<file path="src/rtl/burst_pkg.sv">
`timescale 1ns/1ps
// Package: shared constants and types for the burst address generator.
// Assumes a power-of-two burst length given by BEAT_W_DEF counter bits.
package burst_pkg;
    localparam int BEAT_W_DEF = 2;
    localparam int ADDR_W_DEF = 20;

    // Step order captured at load time.
    typedef enum logic {
        ORD_XOR = 1'b0,
        ORD_LIN = 1'b1
    } order_e;
endpackage

</file>
<file path="src/rtl/burst_strobe_dec.sv">
`timescale 1ns/1ps
// Module: burst_strobe_dec
// Decides each cycle whether to load a new start address or step the
// burst. Assumes all inputs are synchronous to the clock that samples the
// outputs. A load always masks a step in the same cycle.
module burst_strobe_dec (
    input  logic strobe_cpu,
    input  logic strobe_ctl,
    input  logic chip_en,
    input  logic adv,
    output logic load,
    output logic step
);
    logic any_strobe;

    // Purpose: merge the two strobes, qualify with enable, give load priority.
    always_comb begin
        any_strobe = strobe_cpu | strobe_ctl;
        load       = chip_en & any_strobe;
        step       = adv & ~load;
    end
endmodule

</file>
<file path="src/rtl/burst_order_map.sv">
`timescale 1ns/1ps
// Module: burst_order_map
// Maps start value and beat count to the low address bits in the chosen
// order. Purely combinational. Assumes the beat count wraps at 2**BEAT_W.
module burst_order_map #(
    parameter int BEAT_W = burst_pkg::BEAT_W_DEF
) (
    input  logic [BEAT_W-1:0] start_low,
    input  logic [BEAT_W-1:0] beat,
    input  burst_pkg::order_e order,
    output logic [BEAT_W-1:0] low_out
);
    logic [BEAT_W-1:0] lin_low;
    logic [BEAT_W-1:0] xor_low;

    // Per-bit XOR form of the interleaved order.
    for (genvar i = 0; i < BEAT_W; i++) begin : g_xor
        assign xor_low[i] = start_low[i] ^ beat[i];
    end

    // Purpose: modulo addition for linear order, then select by order.
    always_comb begin
        lin_low = start_low + beat;
        low_out = (order == burst_pkg::ORD_LIN) ? lin_low : xor_low;
    end
endmodule

</file>
<file path="src/rtl/burst_state_reg.sv">
`timescale 1ns/1ps
// Module: burst_state_reg
// Holds the upper address, the start low bits, the beat count and the
// captured order. Assumes load and step are never both high (decoder
// guarantees). Synchronous active-low reset clears everything.
module burst_state_reg #(
    parameter int ADDR_W = burst_pkg::ADDR_W_DEF,
    parameter int BEAT_W = burst_pkg::BEAT_W_DEF
) (
    input  logic                     clk,
    input  logic                     rst_n,
    input  logic                     load,
    input  logic                     step,
    input  logic [ADDR_W-1:0]        addr_in,
    input  logic                     lin_mode,
    output logic [ADDR_W-BEAT_W-1:0] upper_q,
    output logic [BEAT_W-1:0]        start_q,
    output logic [BEAT_W-1:0]        beat_q,
    output burst_pkg::order_e        order_q
);
    localparam int UP_W = ADDR_W - BEAT_W;

    // Purpose: capture the address and order on load.
    always_ff @(posedge clk) begin
        if (!rst_n) begin
            upper_q <= '0;
            start_q <= '0;
            order_q <= burst_pkg::ORD_XOR;
        end else if (load) begin
            upper_q <= addr_in[ADDR_W-1:BEAT_W];
            start_q <= addr_in[BEAT_W-1:0];
            order_q <= lin_mode ? burst_pkg::ORD_LIN : burst_pkg::ORD_XOR;
        end
    end

    // Purpose: clear the beat count on load and wrap it on step.
    always_ff @(posedge clk) begin
        if (!rst_n) begin
            beat_q <= '0;
        end else if (load) begin
            beat_q <= '0;
        end else if (step) begin
            beat_q <= beat_q + BEAT_W'(1);
        end
    end

    // Width sanity: the upper part must have at least one bit.
    if (UP_W < 1) begin : g_bad_width
        initial $error("burst_state_reg: ADDR_W must exceed BEAT_W");
    end
endmodule

</file>
<file path="src/rtl/burst_addr_gen.sv">
`timescale 1ns/1ps
// Module: burst_addr_gen (top)
// Generates burst addresses: loads on either strobe when enabled, steps the
// low BEAT_W bits on advance in linear or interleaved order, holds the
// upper bits. Assumes all inputs are synchronous to clk.
module burst_addr_gen #(
    parameter int ADDR_W = burst_pkg::ADDR_W_DEF,
    parameter int BEAT_W = burst_pkg::BEAT_W_DEF
) (
    input  logic              clk,
    input  logic              rst_n,
    input  logic [ADDR_W-1:0] addr_in,
    input  logic              strobe_cpu,
    input  logic              strobe_ctl,
    input  logic              adv,
    input  logic              chip_en,
    input  logic              lin_mode,
    output logic [ADDR_W-1:0] addr_out
);
    localparam int UP_W = ADDR_W - BEAT_W;

    logic              load;
    logic              step;
    logic [UP_W-1:0]   upper_q;
    logic [BEAT_W-1:0] start_q;
    logic [BEAT_W-1:0] beat_q;
    logic [BEAT_W-1:0] low_now;
    burst_pkg::order_e order_q;

    burst_strobe_dec u_dec (
        .strobe_cpu (strobe_cpu),
        .strobe_ctl (strobe_ctl),
        .chip_en    (chip_en),
        .adv        (adv),
        .load       (load),
        .step       (step)
    );

    burst_state_reg #(.ADDR_W(ADDR_W), .BEAT_W(BEAT_W)) u_state (
        .clk      (clk),
        .rst_n    (rst_n),
        .load     (load),
        .step     (step),
        .addr_in  (addr_in),
        .lin_mode (lin_mode),
        .upper_q  (upper_q),
        .start_q  (start_q),
        .beat_q   (beat_q),
        .order_q  (order_q)
    );

    burst_order_map #(.BEAT_W(BEAT_W)) u_map (
        .start_low (start_q),
        .beat      (beat_q),
        .order     (order_q),
        .low_out   (low_now)
    );

    // Purpose: assemble the output address from held upper and mapped low bits.
    always_comb begin
        addr_out = {upper_q, low_now};
    end
endmodule

</file>
<file path="config.mk">
export PLATFORM = sky130hd
export DESIGN_NAME = burst_addr_gen
export DESIGN_NICKNAME = d
export VERILOG_FILES = /design/src/rtl/burst_pkg.sv /design/src/rtl/burst_strobe_dec.sv /design/src/rtl/burst_order_map.sv /design/src/rtl/burst_state_reg.sv /design/src/rtl/burst_addr_gen.sv
export SDC_FILE = /design/constraint.sdc
export NUM_CORES = 1
export LEC_CHECK = 0
export BUFFER_PORTS_ARGS = -buffer_cell sky130_fd_sc_hd__buf_2
export CORE_AREA = 2 2 51 48
export CTS_BUF_LIST = sky130_fd_sc_hd__clkbuf_16
export DETAILED_ROUTE_END_ITERATION = 7
export DIE_AREA = 0 0 53 50
export PLACE_DENSITY = 0.8
export RECOVER_POWER = 100
export SLEW_MARGIN = 10
export SYNTH_ARGS = -nofsm -noshare
export SYNTH_HDL_FRONTEND = slang
export SYNTH_HIERARCHICAL = 1
export SYNTH_SLANG_ARGS = --single-unit
</file>
<file path="constraint.sdc">
create_clock -name clk -period 2.1 [get_ports clk]
set_clock_uncertainty 0.1 [all_clocks]
set_input_delay 0.21 -clock clk [delete_from_list [all_inputs] [get_ports clk]]
set_output_delay 0.21 -clock clk [all_outputs]
set_load 0.03 [all_outputs]
</file>
==> results.cfg <==
[floorplan]
rows = 16
die_y_um = 50
initial_core_util = 0.4583
ios = 47
core_area_mm2 = 0.002102
die_w_um = 53
die_area_mm2 = 0.002650

[synthesis]
synth_seq_cells = 23
yosysWarnings = 6
ys_types = 17
synth_top_area_cell = dfxtp_1
synth_flop_cell = dfxtp_1
synth_top_area_frac = 0.4779
synth_seq_area_share = 0.4779
synth_edf_count = 0
synthCells = 82
syn_area_um2 = 963.4
synth_area_leaders = dfxtp_1 48%, mux2i_1 22%, nor2b_1 14%, buf_12 4.2%, xnor2_1 1.8%
synth.avg_cell_area_um2 = 11.75
syn-num-nets = 110
synthArstFlopShare = 0

[cells_and_area]
seqCellArea_um2 = 460.4
areaGrowthSynthToFinish_pct = 27.01
drive_gt1_frac = 0.2403
final_common_cell = buf_2
finalInstanceArea_mm2 = 0.001224
mostFrequentLayoutCells = 26 x buf_2, 23 x dfxtp_1, 22 x clkbuf_1, 22 x nor2b_1, 21 x mux2i_1
num_antenna_cells = 0
fillCellCount = 215
multi_input_area_um2 = 437.9
layout.nets = 158

[power]
p_clk_frac = 0.382
leakage_nw = 0.5351
swShare = 0.2491
ir_drop_v = 0.0005773
power_frac_seq = 0.457
power.switching_mw = 0.2600
power_frac_comb = 0.162
power.density_mw_per_mm2 = 852.7
finalPower_mw = 1.043
p_int_mw = 0.7835

[sta]
worst_slew_pin_slew_ns = 0.7649
hold_viol = 0
clock.fmax_ghz = 0.6093
layout_min_cycle_time_ns = 1.641
finalSetupViolCount = 0
slew-limit-headroom = 0.4901
tns_ns = 0
slew_violations = 0
fin_crit_sh = 0.7815
rsz0062_at_grt = no
setup_ws_ns = 0.4588

[clock_tree]
clock_sinks = 23
cts_tree = done
cts_root_buf = clkbuf_16
tritoncts.num_buffers = 3
ctsHoldBuffers = 0
clk_pin_slew_ns = 0.06
clk_path_buf_depth = 2
ctsResizeCount = 0
cts_htree_levels = 1
post_cts_buffers = 0
clkLatencyLatePin_ns = 0.25

[worst_hold_path]
hold_path_depth = 3
worstHoldPathType = in -> reg
hold_start = addr_in[7]
hold_end = u_state/upper_q[5]

[placement]
hpwl_mm = 1.408
pre_cts_slack_ns = 0.7232
gp_congestion = 0.6590
place_area_mm2 = 0.001184
io_buffers = 46

[worst_setup_path]
reg2reg_depth = 2
arrival_ns = 1.33
rrSetupSlack_ns = 1.24
crit_path_end_kind = output pin
critical_path_peak_fanout = 4
required_ns = 1.79
timing.rr.start = u_state/beat_q[1]
cp-start-kind = flip-flop
crit_type = reg -> out
r2r-end = u_state/beat_q[1]

[route]
wl_per_cell_um = 11.83
dr.first_iter.drc_count = 0
drc_errors = 0
routed_wl_mm = 1.845
first_pass_iters = 1
ant_nets = 0
num_vias = 734
via_per_inst = 4.705

[grt]
grt_pass1_wl_mm = 2.980
grt_max_degree = 23
grt_usage = 0.1559
grt.overflow.total = 0
grt_pass1_vias = 706
antenna_found_initial = 0

[run]
cap_violations = 0

[outcome]
status = completed
cells by family (layout without fill, tap and decap cells):
group                      count (synthesis)  count (layout)  share of synthesized area
buffers and inverters                      5              52                    0.06104
muxes                                     21              21                     0.2182
and+or+nand+nor                           26              26                     0.1753
AOI/OAI and AO/OA                          3               3                    0.02728
DFF                                       23              23                     0.4779
adders and majority gates                  1               1                    0.01298
xor gates and xnor gates                   3               3                    0.02728
worst max-delay path by stage:
stage / from / cells past startpoint / slack (ns) / endpoint
floorplan: u_state/beat_q[0] / 3 / 0.70 / addr_out[1]
global placement: strobe_ctl / 6 / 0.78 / u_state/beat_q[1]
detailed placement: strobe_ctl / 6 / 0.72 / u_state/beat_q[1]
CTS: u_state/beat_q[0] / 4 / 0.57 / addr_out[1]
global route: u_state/beat_q[0] / 4 / 0.39 / addr_out[1]
finish: u_state/beat_q[0] / 4 / 0.46 / addr_out[1]
metrics by stage:
| step | std cells | hold WS [ns] | utilization |
|---|---|---|---|
| final | 156 | 0.1132 | 0.5821 |
| after global routing | 156 | 0.1245 | 0.5821 |
| after CTS | 156 | 0.1103 | 0.6006 |
| after detailed placement | 152 | 0.3806 | 0.5631 |
| after global placement | 152 | 0.3675 | 0.5631 |
| after floorplan | 82 | 0.2333 | - |
power by group through the flow:
stage               logic (mW)  registers [mW]  clock network (mW)
global placement         0.175           0.484                   0
global route             0.183           0.480               0.425
CTS                      0.180           0.476               0.410
finish                   0.169           0.477               0.398
floorplan               0.0911           0.525                   0
detailed placement       0.180           0.485                   0
layout make-up:
type	count	share of cell area
flip-flops and latches	23	0.3763
clock buffers	3	0.06135
repair buffers	48	0.1738
clock inverters	1	0.003067
well taps	27	0.02761
multi-input cells	54	0.3579
Yosys cell counts, drive strengths merged (2+ instances only):
cell type	instances
clkbuf	2
mux2i	21
nor2b	22
xnor2	2
buf	3
dfxtp	23
routing by layer:
layer / part of all wire / wire length (um) / up-vias / global-route usage
li1: - / - / 365 / -
met5: 0 / 0 / - / 0
met1: 0.41 / 748 / 332 / 0.1698
met4: 0.014 / 25 / 0 / 0.05128
met3: 0.11 / 197 / 5 / 0.08485
met2: 0.47 / 872 / 32 / 0.2542
state kept, by name (all words and copies together), names as in the netlist:
signal / count
u_state/beat_q: 2
u_state/order_q: 1
u_state/start_q: 2
u_state/upper_q: 18
worst max-delay path, cell delays in order, from the launching register on:
cell,delay (ns)
dfxtp_1,0.39
ha_1,0.18
nand2_1,0.06
xnor2_1,0.12
clkbuf_1,0.32
Note: power is estimated with default switching activity, not from simulation.
